**config.mk**
```make
export PLATFORM = sky130hd
export DESIGN_NAME = call_sequencer
export DESIGN_NICKNAME = d
export VERILOG_FILES = /design/src/rtl/call_seq_pkg.sv /design/src/rtl/call_seq_timer.sv /design/src/rtl/call_seq_regs.sv /design/src/rtl/call_seq_bus.sv /design/src/rtl/call_sequencer.sv
export SDC_FILE = /design/constraint.sdc
export NUM_CORES = 1
export LEC_CHECK = 0
export ABC_AREA = 1
export BUFFER_PORTS_ARGS = -buffer_cell sky130_fd_sc_hd__buf_4
export CORE_MARGIN = 2
export CORE_UTILIZATION = 58
export DETAILED_ROUTE_END_ITERATION = 8
export PLACE_DENSITY_LB_ADDON = 0.08
export SYNTH_ARGS = -nofsm -noshare
export SYNTH_HDL_FRONTEND = slang
export SYNTH_SLANG_ARGS = --single-unit
```
**constraint.sdc**
```tcl
create_clock -name clk -period 3 [get_ports clk]
set_input_delay 0.6 -clock clk [delete_from_list [all_inputs] [get_ports clk]]
set_output_delay 0.6 -clock clk [all_outputs]
set_load 0.01 [all_outputs]
```
**src/rtl/call_seq_pkg.sv**
```systemverilog
package call_seq_pkg;
  localparam int ADDR_W = 16;
  localparam int DATA_W = 8;

  typedef logic [ADDR_W-1:0] addr_t;
  typedef logic [DATA_W-1:0] data_t;

  typedef enum logic [2:0] {
    MC_IDLE, MC_FETCH, MC_RD_LO, MC_RD_HI, MC_WR_HI, MC_WR_LO
  } mcycle_e;

  // bit0: unconditional; else flag[op[3:1]] must equal op[4]
  function automatic logic call_taken(input data_t op, input data_t flg);
    return op[0] | (flg[op[3:1]] == op[4]);
  endfunction

  function automatic addr_t return_addr(input addr_t pc_v);
    return pc_v + addr_t'(3);
  endfunction

  function automatic addr_t operand_addr(input addr_t pc_v, input int unsigned idx);
    return pc_v + addr_t'(idx);
  endfunction
endpackage

```
**src/rtl/call_seq_timer.sv**
```systemverilog
module call_seq_timer
  import call_seq_pkg::*;
#(
  parameter int T_FETCH = 6,
  parameter int T_MEM   = 3
) (
  input  logic    clk,
  input  logic    rst_n,
  input  logic    start,
  input  logic    take,
  output mcycle_e mc,
  output logic [$clog2((T_FETCH > T_MEM ? T_FETCH : T_MEM) + 1)-1:0] tstate,
  output logic    last_t,
  output logic    done
);
  localparam int TMAX = (T_FETCH > T_MEM) ? T_FETCH : T_MEM;
  localparam int TW   = $clog2(TMAX + 1);

  function automatic int cycle_len(input mcycle_e m);
    return (m == MC_FETCH) ? T_FETCH : T_MEM;
  endfunction

  mcycle_e mc_next;

  assign last_t = (mc != MC_IDLE) && (tstate == TW'(cycle_len(mc) - 1));
  assign done   = last_t && ((mc == MC_RD_LO && !take) || mc == MC_WR_LO);

  always_comb begin
    unique case (mc)
      MC_FETCH: mc_next = MC_RD_LO;
      MC_RD_LO: mc_next = take ? MC_RD_HI : MC_IDLE;
      MC_RD_HI: mc_next = MC_WR_HI;
      MC_WR_HI: mc_next = MC_WR_LO;
      default:  mc_next = MC_IDLE;
    endcase
  end

  always_ff @(posedge clk) begin
    if (!rst_n) begin
      mc     <= MC_IDLE;
      tstate <= '0;
    end else if (mc == MC_IDLE) begin
      if (start) begin
        mc     <= MC_FETCH;
        tstate <= '0;
      end
    end else if (last_t) begin
      mc     <= mc_next;
      tstate <= '0;
    end else begin
      tstate <= tstate + TW'(1);
    end
  end

  assert_done_to_idle_R6: assert property (@(posedge clk) disable iff (!rst_n)
    done |=> (mc == MC_IDLE));

  assert_fetch_len_R3: assert property (@(posedge clk) disable iff (!rst_n)
    (mc == MC_RD_LO && $past(mc) == MC_FETCH) |-> ($past(tstate) == TW'(T_FETCH - 1)));

  assert_late_start_ignored_R2: assert property (@(posedge clk) disable iff (!rst_n)
    (mc == MC_WR_LO && last_t && start) |=> (mc == MC_IDLE));
endmodule

```
**src/rtl/call_seq_regs.sv**
```systemverilog
module call_seq_regs
  import call_seq_pkg::*;
#(
  parameter logic [15:0] RESET_PC = 16'h0100,
  parameter logic [15:0] RESET_SP = 16'hFF00
) (
  input  logic  clk,
  input  logic  rst_n,
  input  logic  ev_op,
  input  logic  ev_spdec,
  input  logic  ev_lo,
  input  logic  ev_hi,
  input  logic  ev_push_hi,
  input  logic  ev_skip,
  input  logic  ev_commit,
  input  data_t rdata,
  output addr_t pc,
  output addr_t sp,
  output addr_t sp_pend,
  output data_t op_q,
  output data_t tgt_lo,
  output data_t tgt_hi
);
  always_ff @(posedge clk) begin
    if (!rst_n) begin
      pc      <= RESET_PC;
      sp      <= RESET_SP;
      sp_pend <= RESET_SP;
      op_q    <= '0;
      tgt_lo  <= '0;
      tgt_hi  <= '0;
    end else begin
      if (ev_op)      op_q    <= rdata;
      if (ev_spdec)   sp_pend <= sp - addr_t'(1);
      if (ev_lo)      tgt_lo  <= rdata;
      if (ev_hi)      tgt_hi  <= rdata;
      if (ev_push_hi) sp_pend <= sp_pend - addr_t'(1);
      if (ev_skip)    pc      <= return_addr(pc);
      if (ev_commit) begin
        pc <= {tgt_hi, tgt_lo};
        sp <= sp_pend;
      end
    end
  end

  assert_skip_keeps_sp_R8: assert property (@(posedge clk) disable iff (!rst_n)
    ev_skip |=> $stable(sp));

  assert_commit_sp_R9: assert property (@(posedge clk) disable iff (!rst_n)
    ev_commit |=> (sp == $past(sp) - addr_t'(2)));
endmodule

```
**src/rtl/call_seq_bus.sv**
```systemverilog
module call_seq_bus
  import call_seq_pkg::*;
#(
  parameter int T_MEM = 3,
  parameter int TW    = 3
) (
  input  mcycle_e       mc,
  input  logic [TW-1:0] tstate,
  input  addr_t         pc,
  input  addr_t         sp_pend,
  output addr_t         addr,
  output logic          rd,
  output logic          wr,
  output data_t         wdata
);
  addr_t ret;
  assign ret = return_addr(pc);

  always_comb begin
    addr  = pc;
    rd    = 1'b0;
    wr    = 1'b0;
    wdata = '0;
    unique case (mc)
      MC_FETCH: rd = (tstate < TW'(T_MEM));
      MC_RD_LO: begin addr = operand_addr(pc, 1); rd = 1'b1; end
      MC_RD_HI: begin addr = operand_addr(pc, 2); rd = 1'b1; end
      MC_WR_HI: begin addr = sp_pend; wr = 1'b1; wdata = ret[15:8]; end
      MC_WR_LO: begin addr = sp_pend; wr = 1'b1; wdata = ret[7:0]; end
      default: ;
    endcase
  end
endmodule

```
**src/rtl/call_sequencer.sv**
```systemverilog
module call_sequencer
  import call_seq_pkg::*;
#(
  parameter int          T_FETCH  = 6,
  parameter int          T_MEM    = 3,
  parameter logic [15:0] RESET_PC = 16'h0100,
  parameter logic [15:0] RESET_SP = 16'hFF00
) (
  input  logic        clk,
  input  logic        rst_n,
  input  logic        start,
  input  logic [7:0]  flags,
  input  logic [7:0]  mem_rdata,
  output logic [15:0] mem_addr,
  output logic        mem_rd,
  output logic        mem_wr,
  output logic [7:0]  mem_wdata,
  output logic        busy,
  output logic        done,
  output logic [15:0] pc,
  output logic [15:0] sp
);
  localparam int TMAX = (T_FETCH > T_MEM) ? T_FETCH : T_MEM;
  localparam int TW   = $clog2(TMAX + 1);

  mcycle_e       mc;
  logic [TW-1:0] tstate;
  logic          last_t;
  logic          take;
  addr_t         sp_pend;
  data_t         op_q, tgt_lo, tgt_hi;

  // named internal events
  logic ev_op, ev_spdec, ev_lo, ev_hi, ev_push_hi, ev_skip, ev_commit;

  assign take       = call_taken(op_q, flags);
  assign ev_op      = (mc == MC_FETCH) && (tstate == TW'(T_MEM - 1));
  assign ev_spdec   = (mc == MC_FETCH) && last_t;
  assign ev_lo      = (mc == MC_RD_LO) && last_t;
  assign ev_hi      = (mc == MC_RD_HI) && last_t;
  assign ev_push_hi = (mc == MC_WR_HI) && last_t;
  assign ev_skip    = ev_lo && !take;
  assign ev_commit  = (mc == MC_WR_LO) && last_t;
  assign busy       = (mc != MC_IDLE);

  call_seq_timer #(.T_FETCH(T_FETCH), .T_MEM(T_MEM)) u_timer (
    .clk(clk), .rst_n(rst_n), .start(start), .take(take),
    .mc(mc), .tstate(tstate), .last_t(last_t), .done(done)
  );

  call_seq_regs #(.RESET_PC(RESET_PC), .RESET_SP(RESET_SP)) u_regs (
    .clk(clk), .rst_n(rst_n),
    .ev_op(ev_op), .ev_spdec(ev_spdec), .ev_lo(ev_lo), .ev_hi(ev_hi),
    .ev_push_hi(ev_push_hi), .ev_skip(ev_skip), .ev_commit(ev_commit),
    .rdata(mem_rdata),
    .pc(pc), .sp(sp), .sp_pend(sp_pend),
    .op_q(op_q), .tgt_lo(tgt_lo), .tgt_hi(tgt_hi)
  );

  call_seq_bus #(.T_MEM(T_MEM), .TW(TW)) u_bus (
    .mc(mc), .tstate(tstate), .pc(pc), .sp_pend(sp_pend),
    .addr(mem_addr), .rd(mem_rd), .wr(mem_wr), .wdata(mem_wdata)
  );

  assert_rd_wr_excl_R10: assert property (@(posedge clk) disable iff (!rst_n)
    !(mem_rd && mem_wr));

  assert_push_hi_addr_R5: assert property (@(posedge clk) disable iff (!rst_n)
    (mem_wr && mc == MC_WR_HI) |-> (mem_addr == sp - 16'd1));

  assert_push_lo_addr_R5: assert property (@(posedge clk) disable iff (!rst_n)
    (mem_wr && mc == MC_WR_LO) |-> (mem_addr == sp - 16'd2));

  assert_reset_idle_R1: assert property (@(posedge clk)
    !rst_n |=> (!busy && !mem_rd && !mem_wr));
endmodule

```
# [Word-level counts from Yosys, hierarchy flattened]
# Cells that the tools add are included.
[totals] reg_bits=75 output_inout_bits=60 word_cells=66
[op_classes] add_sub_neg=7 order_cmp=2 eq_ne=9 muxes=19 n_bitwise=1 n_reduce_logical=20
[op_table] op="two-way mux 16 bit" count=4
[op_table] op="one-hot mux 16 bit (3 select lines)" count=1
[op_table] op="adder 16 x 2 -> 16 bit, second input constant" count=2
[op_table] op="subtractor 16 x 1 -> 16 bit, second input constant" count=2
[op_table] op="two-way mux 3 bit" count=7
[op_table] op="adder 16 x 1 -> 16 bit, second input constant" count=1
[op_table] op="one-hot mux 8 bit (2 select lines)" count=1
[op_table] op="one-hot mux 3 bit (4 select lines)" count=1
[op_table] op="logical AND 1 bit" count=10
[op_table] op="== test 3 x 2 -> 1 bit, second input constant" count=3
[op_table] op="== test 3 bit, second input constant" count=2
[op_table] op="nonzero test 2 bit" count=3
[op_table] op="< comparator 3 x 4 -> 1 bit, second input constant" count=1
[op_table] op="OR reduction 2 bit" count=2
[op_table] op="adder 3 x 1 -> 3 bit, second input constant" count=1
[op_table] op="binary-select mux 1 bit (select 3 bit)" count=1
[op_table] op="== test 3 x 1 -> 1 bit, second input constant" count=1
[op_table] op="== test 3 bit" count=1
[op_table] op="zero test 3 bit" count=1
[op_table] op="< comparator 3 x 2 -> 1 bit, second input constant" count=1
[op_table] op="nonzero test 3 bit" count=1
[op_table] op="subtractor 3 x 2 -> 3 bit, second input constant" count=1
[op_table] op="two-way mux 1 bit" count=2
[op_table] op="two-way mux 2 bit" count=1
[op_table] op="7 further kinds" count=7

# [Longest topological paths before layout]
# Gate-level depths: netlist of run 1.
[depth] word_depth=9 ltp_mapped=16 depth_no_buf=16

# [Cells and area by module]
# From an unflattened synthesis of run 1, not the netlist that was laid out.
[unflattened] hier_cells=929 area_unflattened_um2=5595.4
[by_module_without_submodules] module="call_seq_regs" n_inst=1 cells_per_inst=543 area_each_um2=3570.9 seq_area_each_um2=1441.4
[by_module_without_submodules] module="call_seq_bus" n_inst=1 cells_per_inst=279 area_each_um2=1407.6 seq_area_each_um2=0.0
[by_module_without_submodules] module="call_seq_timer" n_inst=1 cells_per_inst=60 area_each_um2=396.6 seq_area_each_um2=120.1
[by_module_without_submodules] module="call_sequencer" n_inst=1 cells_per_inst=47 area_each_um2=220.2 seq_area_each_um2=0.0

# [Worst setup path after synthesis of run 1]
# No wires, ideal clock.
[synth_timing] kind="register to output" start="register u_regs.pc[0]" end="output mem_wdata[0]" arrival_time_ns=1.962 t_required_ns=2.400 setup_slack_ns=0.438 path_stages_with_launch=9 cell_sequence="dfxtp_1 -> clkbuf_1 -> inv_1 -> ha_1 -> nor2_1 -> nand2_1 -> nor3_1 -> xor2_1 -> o32ai_1"
[synth_via] elab_chain_cells=2
[synth_lines] item="start: declaration" line_no="call_seq_regs.sv:17" text="output addr_t pc,"
[synth_lines] item="start signal: assignment" line_no="call_seq_regs.sv:38" text="if (ev_skip) pc <= return_addr(pc);"
[synth_lines] item="start signal: assignment" line_no="call_seq_regs.sv:40" text="pc <= {tgt_hi, tgt_lo};"
[synth_lines] item="adder 16 x 2 -> 16 bit" line_no="call_seq_pkg.sv:18" text="return pc_v + addr_t'(3);"
[synth_lines] item="one-hot mux 8 bit (2 select lines)" line_no="call_seq_bus.sv:24" text="unique case (mc)"
[synth_lines] item="end: declaration" line_no="call_sequencer.sv:17" text="output logic [7:0] mem_wdata,"
# No other way between the ends.

# [Final worst setup path of run 1]
[layout_timing] start="register u_regs.pc[9]" end="output mem_addr[13]"
[layout_via] elab_chain_cells=2
[layout_lines] item="adder 16 x 2 -> 16 bit / adder 16 x 1 -> 16 bit (equally long branches)" line_no="call_seq_pkg.sv:22" text="return pc_v + addr_t'(idx);"
[layout_lines] item="one-hot mux 16 bit (3 select lines) *" line_no="call_seq_bus.sv:24"
[layout_lines] item="end: declaration" line_no="call_sequencer.sv:14" text="output logic [15:0] mem_addr,"
# Every way passes the cells marked *; elsewhere a longest branch is shown, timed or not.

==> flow_summary.ini, run 1 <==
[sta]
setup_viol = 0
finClkSkew_ps = 10.4
hold_viol_final = 0
max_freq_mhz = 347
rsz0062_at_grt = false
period_share_pct = 96.0
slew_headroom_pct = 39.2
period_needed_ps = 2880
drv_slew = 0
tns_ps = 0
tightest_slew_ps = 911

[worst_setup_path]
rr_endpoint = u_regs.pc[10]
max_stage_delay_ps = 510
cpMostUsedCell = nand2_1
critical_path.startpoint_type = register
end_kind = output port
endpoint = mem_addr[13]
required_ps = 2400
crit_fanout = 7
cp.arrival_ps = 2280
critPathKind = register to output port
timing.rr.start = u_timer.mc[2]
startpoint = u_regs.pc[9]
reg2reg_slack_ps = 600
crit_chain = nand2_1 > nor3_1 > nand2_1 > nor2_1 > nand2_1 > o311ai_1 > buf_4
cp_slowest_cell = dfxtp_1
r2r_cells = 12

[die]
core-area_um2 = 8300
ioPinCount = 79
dieArea_um2 = 9390
row_count = 33
die_w_um = 96.9
die_h_um = 96.9
initial_core_util_pct = 60.3

[synth]
syn_inst = 793
syn_nets = 819
async_reset_ff_share_pct = 0
synth_flop_cell = dfxtp_1
yosysMostFrequentCell = nand2_1
synth_top_cell_area_share_pct = 30.0
synth-seq-area-share_pct = 30.0
ys_ff_latch = 75
ys_top_cells_by_area = dfxtp_1 (30%), nand2_1 (14%), o21ai_0 (8.2%)
avgSynthCellArea_um2 = 6.31
synth_cell_types = 44
yosysTopAreaCell = dfxtp_1
synth_area_um2 = 5010
yosys_warnings = 0
synth_edf_count = 0
yosys-top-cells-count = nand2_1 (192), inv_1 (88), o21ai_0 (82)

[clock_tree]
htree_levels = 3
cts_tree = built
cts_buffer_depth = 2
clk_latency_ps = 370
post_cts_buffers = 0
path_clk_slew_ps = 100
root_buffer = clkbuf_8
numCtsBuffers = 9
clock-sinks = 75
holdBufCountCts = 0

[drt]
postRouteAntennaNets = 0
route.detailed.drc = 0
drt-initial-drc-count = 532
drt_wl_total_mm = 15.9
vias = 5729
first_pass_iters = 6
post_drt_via_cell_ratio = 5.84
wl_per_cell_um = 16.2

[grt]
grt_max_degree = 52
grt_pass1_vias = 5399
grt_pass1_wl_mm = 26.2
antenna_found_initial = 0
track_usage_pct = 33.8
grt_overflow = 0

[layout]
ff_latch_area_um2 = 1510
fillers = 739
utilization_pct = 71.7
drive_gt1_share_pct = 19.5
fin_nets = 897
n_antenna_cell = 0
syn2layout_area_growth_pct = 18.8
multi_input_area_um2 = 2980

[placed_design]
post-dp-hpwl_mm = 11.8
numPortBuffers = 78
globalplace.congestion = 1.01

[power_and_ir_drop]
pwr-share-seq_pct = 52.4
p_clk_share_pct = 40.6
power.leakage_nw = 2.69
swShare_pct = 28.7
pwr-share-comb_pct = 7.1
switchingPower_uw = 555
p_int_mw = 1.38
irDropWorstVdd_uv = 242
p_per_area_nw_per_um2 = 325

[hold_path]
hp-class = register to register

[job]
maxCapViolCount = 0

[outcome]
outcome = finished, final reports clean
## cell usage in the layout, fill, tap and decap left out, types with 15 or more instances in the layout
cell type	n
nand3_1	60
dfxtp_1	72
xor2_1	15
nand2_1	192
a21oi_1	65
nor2_1	61
buf_4	100
o21ai_1	16
o21ai_0	81
inv_1	88
## registers in the layout, indices dropped and copies added, names as in the netlist
signal and cells:
u_regs.pc 16, u_regs.sp_pend 16, u_regs.tgt_hi 8, u_regs.sp 16, u_timer.tstate 3, u_regs.tgt_lo 8
u_timer.mc 3, u_regs.op_q 5
## kinds of logic after synthesis
kind of cell / Yosys count / synth area share [%]
xor gates and xnor gates: 15 / 2.62
and+or+nand+nor: 366 / 33.4
DFF: 75 / 30.0
AOI/OAI and AO/OA: 194 / 21.3
buffers and inverters: 136 / 11.0
adders and majority gates: 7 / 1.75
## worst min-delay path by stage
stage	endpoint	slack, ps	depth (start not counted)	from
2_1_floorplan	u_regs.op_q[0]	430	2	u_regs.op_q[0]
3_3_place_gp	u_regs.tgt_hi[0]	440	2	u_regs.tgt_hi[0]
3_5_place_dp	u_regs.tgt_hi[6]	450	2	u_regs.tgt_hi[6]
4_1_cts	u_regs.tgt_hi[6]	470	2	u_regs.tgt_hi[6]
5_1_grt	u_regs.tgt_hi[7]	480	3	mem_rdata[7]
6_report	u_regs.tgt_hi[6]	470	2	u_regs.tgt_hi[6]
## worst max-delay path, delay by kind of cell, from the launching register on
family | cells | cell delay (ps)
AND/OR/NAND/NOR | 5 | 800
AO/OA/AOI/OAI | 1 | 400
flip-flops | 1 | 510
buffers and inverters | 1 | 210
## timing repair
item,CTS,global route
resized for setup,3,8
gates cloned,0,0
endpoints found under the setup margin,3,8
hold endpoints to repair,0,0
## power by group through the flow
stage | Combinational, mW | Sequential, mW | Clock [mW]
floorplan | 0.0859 | 1.04 | 0
global route | 0.151 | 1.01 | 0.828
finish | 0.136 | 1.01 | 0.785
detailed placement | 0.134 | 1.04 | 0
CTS | 0.135 | 1.01 | 0.783
global placement | 0.129 | 1.04 | 0
## layer usage
metal	routed length [um]	GRT usage, %
met1	7010	45.9
met2	7270	54.6
met3	1270	4.99
met4	327	12.1
met5	0	0
## through the flow
step | hold slack [ps] | instance area [um2] | power, mW | cells | worst slack, ps
floorplan | 430 | 5010 | 1.12 | 793 | 438
CTS | 469 | 5930 | 1.93 | 981 | 83.0
global route | 481 | 5950 | 1.99 | 981 | 3.00
finish | 469 | 5950 | 1.93 | 981 | 119
detailed placement | 455 | 5730 | 1.17 | 965 | 353
global placement | 442 | 5730 | 1.17 | 965 | 407
## cell type report
| class | count | share of cell area [%] |
|---|---|---|
| multi-input cells | 582 | 50.1 |
| clock buffers | 9 | 2.08 |
| inverters | 103 | 6.50 |
| well taps | 105 | 2.21 |
| clock inverters | 7 | 1.16 |
| flip-flops and latches | 75 | 25.3 |
| repair buffers | 100 | 12.6 |
(Power assumes the default switching activity.)
==> inputs of run 2 (changes only) <==
--- a/config.mk
+++ b/config.mk
@@ -7,9 +7,12 @@
 export LEC_CHECK = 0
 export ABC_AREA = 1
 export BUFFER_PORTS_ARGS = -buffer_cell sky130_fd_sc_hd__buf_4
+export CELL_PAD_IN_SITES_DETAIL_PLACEMENT = 0
+export CELL_PAD_IN_SITES_GLOBAL_PLACEMENT = 1
 export CORE_MARGIN = 2
-export CORE_UTILIZATION = 58
+export CORE_UTILIZATION = 40
 export DETAILED_ROUTE_END_ITERATION = 8
+export HOLD_SLACK_MARGIN = 0.05
 export PLACE_DENSITY_LB_ADDON = 0.08
 export SYNTH_ARGS = -nofsm -noshare
 export SYNTH_HDL_FRONTEND = slang
==> flow_summary.ini, run 2 (synthesis results as in run 1) <==
[outcome]
outcome = finished, final reports clean

[drt]
vias = 5473
first_pass_iters = 6
postRouteAntennaNets = 0
drt-initial-drc-count = 508
wl_per_cell_um = 16.5
route.detailed.drc = 0
drt_wl_total_mm = 17.3
post_drt_via_cell_ratio = 5.23

[layout]
syn2layout_area_growth_pct = 22.7
n_antenna_cell = 0
fillers = 1293
fin_area_um2 = 6150
final_common_cell = nand2_1
reg_top3 = u_regs.pc x16, u_regs.sp x16, u_regs.sp_pend x16
ff_latch_area_um2 = 1500
drive_gt1_share_pct = 19.2
multi_input_area_um2 = 2980
fin_nets = 900
final_cell_mix = nand2_1 (192), buf_4 (103), inv_1 (88), o21ai_0 (82), dfxtp_1 (74)

[sta]
slew_headroom_pct = 39.5
drv_slew = 0
finClkSkew_ps = 7.88
setup_viol = 0
period_needed_ps = 2910
max_freq_mhz = 343
tns_ps = 0
hold_viol_final = 0
period_share_pct = 97.1
tightest_slew_ps = 907
rsz0062_at_grt = true

[power_and_ir_drop]
switchingPower_uw = 520
power.leakage_nw = 2.75
p_per_area_nw_per_um2 = 365
pwr-share-seq_pct = 45.3
pwr-share-comb_pct = 6.1
irDropWorstVdd_uv = 386
p_int_mw = 1.72
swShare_pct = 23.2
p_clk_share_pct = 48.6

[clock_tree]
clk_latency_ps = 340
root_buffer = clkbuf_16
clock-sinks = 75
cts_buffer_depth = 2
holdBufCountCts = 0
numCtsBuffers = 9
htree_levels = 3
cts_tree = built
path_clk_slew_ps = 60

[die]
die_h_um = 116
ioPinCount = 79
initial_core_util_pct = 41.3
dieArea_um2 = 13400
row_count = 40
core-area_um2 = 12100
die_w_um = 116

[job]
maxCapViolCount = 0

[placed_design]
dpl_cell_area_um2 = 5810
globalplace.congestion = 1.03
post-dp-hpwl_mm = 13.3
numPortBuffers = 78

[worst_setup_path]
crit_fanout = 5
required_ps = 2400
max_stage_delay_ps = 370
critPathTopFamily = buffers and inverters
crit_chain = buf_4 > ha_1 > inv_1 > nor2_1 > inv_1 > nor2_1 > inv_1 > nor2_1 > nand2_1 > o311ai_1 > buf_4
cp.arrival_ps = 2310
critPathKind = register to output port
cp_slowest_cell = dfxtp_2
critical_path.startpoint_type = register
end_kind = output port
critical_path_buf_inv_count = 5

[grt]
grt_pass1_vias = 4938
track_usage_pct = 26.2
antenna_found_initial = 0
grt_max_degree = 52
grt_pass1_wl_mm = 26.7
grt_overflow = 0

[hold_path]
hp-class = register to register
run 2: cell types whose count changed in the layout (fill, tap and decap cells not counted), sizes merged:
cell      change
bufinv        +1
clkinvlp      +2
inv           -5
clkbuf        +3
clkinv        -1
buf           +3
run 2: cell type report:
class	count	share of cell area, %
multi-input cells	582	48.4
flip-flops and latches	75	24.5
repair buffers	103	12.6
inverters	103	6.29
clock buffers	12	4.01
well taps	168	3.42
clock inverters	4	0.814
run 2: metrics by stage:
stage	total power, mW	hold WS (ps)	setup slack, ps	instances	utilization, %
floorplan	1.12	430	438	793	-
global placement	1.17	443	240	1028	47.9
detailed placement	1.18	448	218	1028	47.9
CTS	2.26	457	11.2	1044	50.4
global route	2.31	479	-28.4	1047	50.7
finish	2.24	457	86.4	1047	50.7
run 2: what timing repair did:
action | CTS | global route
pin swaps | 0 | 1
resized for setup | 1 | 5
setup endpoints to repair | 9 | 11
setup buffers | 0 | 3
run 2: per-layer routing:
metal	up-vias	track usage, %	part of all wire [%]
met5	-	0	0
met1	2525	35.6	47
li1	2778	-	-
met2	146	42.6	47
met4	0	7.30	1.9
met3	24	4.65	4.6
run 2: final timing paths:
| check | cells after the start | to | slack, ps | start |
|---|---|---|---|---|
| worst max register to register | 10 | u_regs.sp_pend[12] | 540 | u_timer.tstate[1] |
| worst min-delay path | 2 | u_regs.tgt_lo[6] | 460 | u_regs.tgt_lo[6] |
| worst min register to register | 2 | u_regs.tgt_lo[6] | 460 | u_regs.tgt_lo[6] |
| worst max-delay path | 11 | mem_addr[15] | 90 | u_regs.pc[1] |
run 2: tightest hold or removal path, delay by kind of cell, from the launching register on:
family	cells	cell delay (ps)
buffers and inverters	1	60
DFF	1	290
AOI/OAI and AO/OA	1	50
run 2: power groups by stage:
stage	clock network [mW]	logic [mW]	registers, mW
floorplan	0	0.0859	1.04
finish	1.09	0.136	1.02
global placement	0	0.135	1.04
CTS	1.11	0.138	1.02
global route	1.15	0.151	1.02
detailed placement	0	0.138	1.04
==> inputs of run 3 (changes only) <==
--- a/config.mk
+++ b/config.mk
@@ -12,6 +12,7 @@
 export CORE_MARGIN = 2
 export CORE_UTILIZATION = 40
 export DETAILED_ROUTE_END_ITERATION = 8
+export GPL_TIMING_DRIVEN = 0
 export HOLD_SLACK_MARGIN = 0.05
 export PLACE_DENSITY_LB_ADDON = 0.08
 export SYNTH_ARGS = -nofsm -noshare
==> flow_summary.ini, run 3 (synthesis results as in run 1) <==
[worst_setup_path]
crit_chain = clkbuf_8 > inv_1 > ha_2 > nor2_4 > nand2_4 > nor3_4 > nand2_1 > xor2_2 > a22o_1 > buf_4
end_kind = output port
crit_cells = 10
critical_path_buf_inv_count = 3
cp_slowest_cell = dfxtp_2
critical_path.startpoint_type = register
reg2reg_slack_ps = 790
timing.rr.start = u_timer.tstate[1]
rr_endpoint = u_regs.sp_pend[12]
crit_fanout = 10
required_ps = 2400
max_stage_delay_ps = 360
cp.arrival_ps = 2310
r2r_cells = 10
critPathKind = register to output port
critPathTopFamily = simple AND/OR/NAND/NOR gates

[layout]
n_antenna_cell = 0
syn2layout_area_growth_pct = 24.9
drive_gt1_share_pct = 20.4
final_cell_mix = nand2_1 (191), inv_1 (88), buf_4 (86), o21ai_0 (82), dfxtp_1 (68)
final_common_cell = nand2_1
reg_top3 = u_regs.pc x16, u_regs.sp x16, u_regs.sp_pend x16
fin_nets = 913

[die]
initial_core_util_pct = 41.3
die_h_um = 116
core-area_um2 = 12100
dieArea_um2 = 13400
die_w_um = 116
ioPinCount = 79
row_count = 40

[sta]
max_freq_mhz = 344
rsz0062_at_grt = false
finClkSkew_ps = 12.0
period_needed_ps = 2910
tightest_slew_ps = 706
hold_viol_final = 0
period_share_pct = 96.8
setup_viol = 0
tns_ps = 0
slew_headroom_pct = 52.9
layout_setup_ws_ps = 94.7
drv_slew = 0

[clock_tree]
clock-sinks = 75
cts_buffer_depth = 2
numCtsBuffers = 9
clk_latency_ps = 350
cts_tree = built
path_clk_slew_ps = 60
htree_levels = 3
root_buffer = clkbuf_16

[grt]
grt_max_degree = 13
grt_pass1_vias = 5210
track_usage_pct = 27.7
antenna_found_initial = 0
grt_pass1_wl_mm = 28.0
grt_overflow = 0

[power_and_ir_drop]
p_int_mw = 1.79
swShare_pct = 23.6
pwr-share-comb_pct = 6.2
power.leakage_nw = 2.82
pwr-share-seq_pct = 43.2
p_clk_share_pct = 50.6
irDropWorstVdd_uv = 418
p_per_area_nw_per_um2 = 375
switchingPower_uw = 555

[drt]
wl_per_cell_um = 17.3
route.detailed.drc = 0
drt-initial-drc-count = 486
post_drt_via_cell_ratio = 5.41
vias = 5731
drt_wl_total_mm = 18.3
postRouteAntennaNets = 0
first_pass_iters = 5

[job]
maxCapViolCount = 0

[hold_path]
hold_end = u_regs.op_q[0]
min-delay-start = u_regs.op_q[0]
hp-class = register to register
hold_depth = 2

[placed_design]
globalplace.congestion = 0.997
pre_cts_ws_ps = -262
numPortBuffers = 78
post-dp-hpwl_mm = 13.8

[outcome]
outcome = finished, final reports clean
## run 3: cell count changes in the layout (fill, tap and decap cells not counted), sizes merged
| cell | change |
|---|---|
| clkinvlp | -2 |
| buf | -2 |
| clkbuf | +16 |
| clkinv | +1 |
## run 3: timing repair
item                                   CTS  global route
hold buffers                             0             0
endpoints found under the hold margin    0             0
setup buffers                            4             1
pin swaps                                4             1
setup endpoints to repair               15            16
gates resized for setup                 15            18
## run 3: how the worst max path moves through the flow
stage                              from            to
after global routing      u_timer.mc[2]   mem_addr[9]
after global placement     u_regs.pc[0]  mem_wdata[0]
after CTS                  u_regs.pc[1]  mem_addr[15]
final                      u_regs.pc[0]  mem_wdata[4]
after floorplan            u_regs.pc[0]  mem_wdata[0]
after detailed placement   u_regs.pc[0]  mem_wdata[0]
## run 3: final cells by class
type	count	area, um2
inverters	103	387
repair buffers	83	623
flip-flops and latches	75	1520
multi-input cells	582	3020
well taps	168	210
fillers	1314	5860
clock buffers	13	280
plain buffers	33	179
clock inverters	3	43.8
## run 3: per-stage QoR
step	instance area (um2)	power, mW	utilization, %	hold WS (ps)	instances
2_1_floorplan	5010	1.12	-	430	793
3_3_place_gp	5800	1.18	47.9	443	1039
3_5_place_dp	5800	1.18	47.9	454	1039
4_1_cts	6220	2.36	51.3	463	1059
5_1_grt	6260	2.41	51.7	489	1060
6_report	6260	2.35	51.7	464	1060
## run 3: power by group through the flow
stage / clock (mW) / sequential (mW) / combinational [mW]
after floorplan: 0 / 1.04 / 0.0859
after global placement: 0 / 1.04 / 0.141
after detailed placement: 0 / 1.04 / 0.144
after CTS: 1.20 / 1.01 / 0.145
after global routing: 1.24 / 1.02 / 0.161
final: 1.19 / 1.01 / 0.145
## run 3: worst reg2reg max path: stages, from the launching register on
cell	delay, ps
dfxtp_1	410
inv_1	80
nor2_1	210
nand4_2	260
buf_2	290
o21ai_0	280
nand2_1	120
nor3_1	200
nand3_1	110
nand3_1	90
nand2_1	50
## run 3: per-layer routing
metal	wire length (um)	track usage [%]	vias to the layer above
met1	7960	38.1	2669
met2	8360	43.3	229
met4	410	9.44	0
met5	0	0	-
met3	1580	5.81	24
li1	-	-	2809
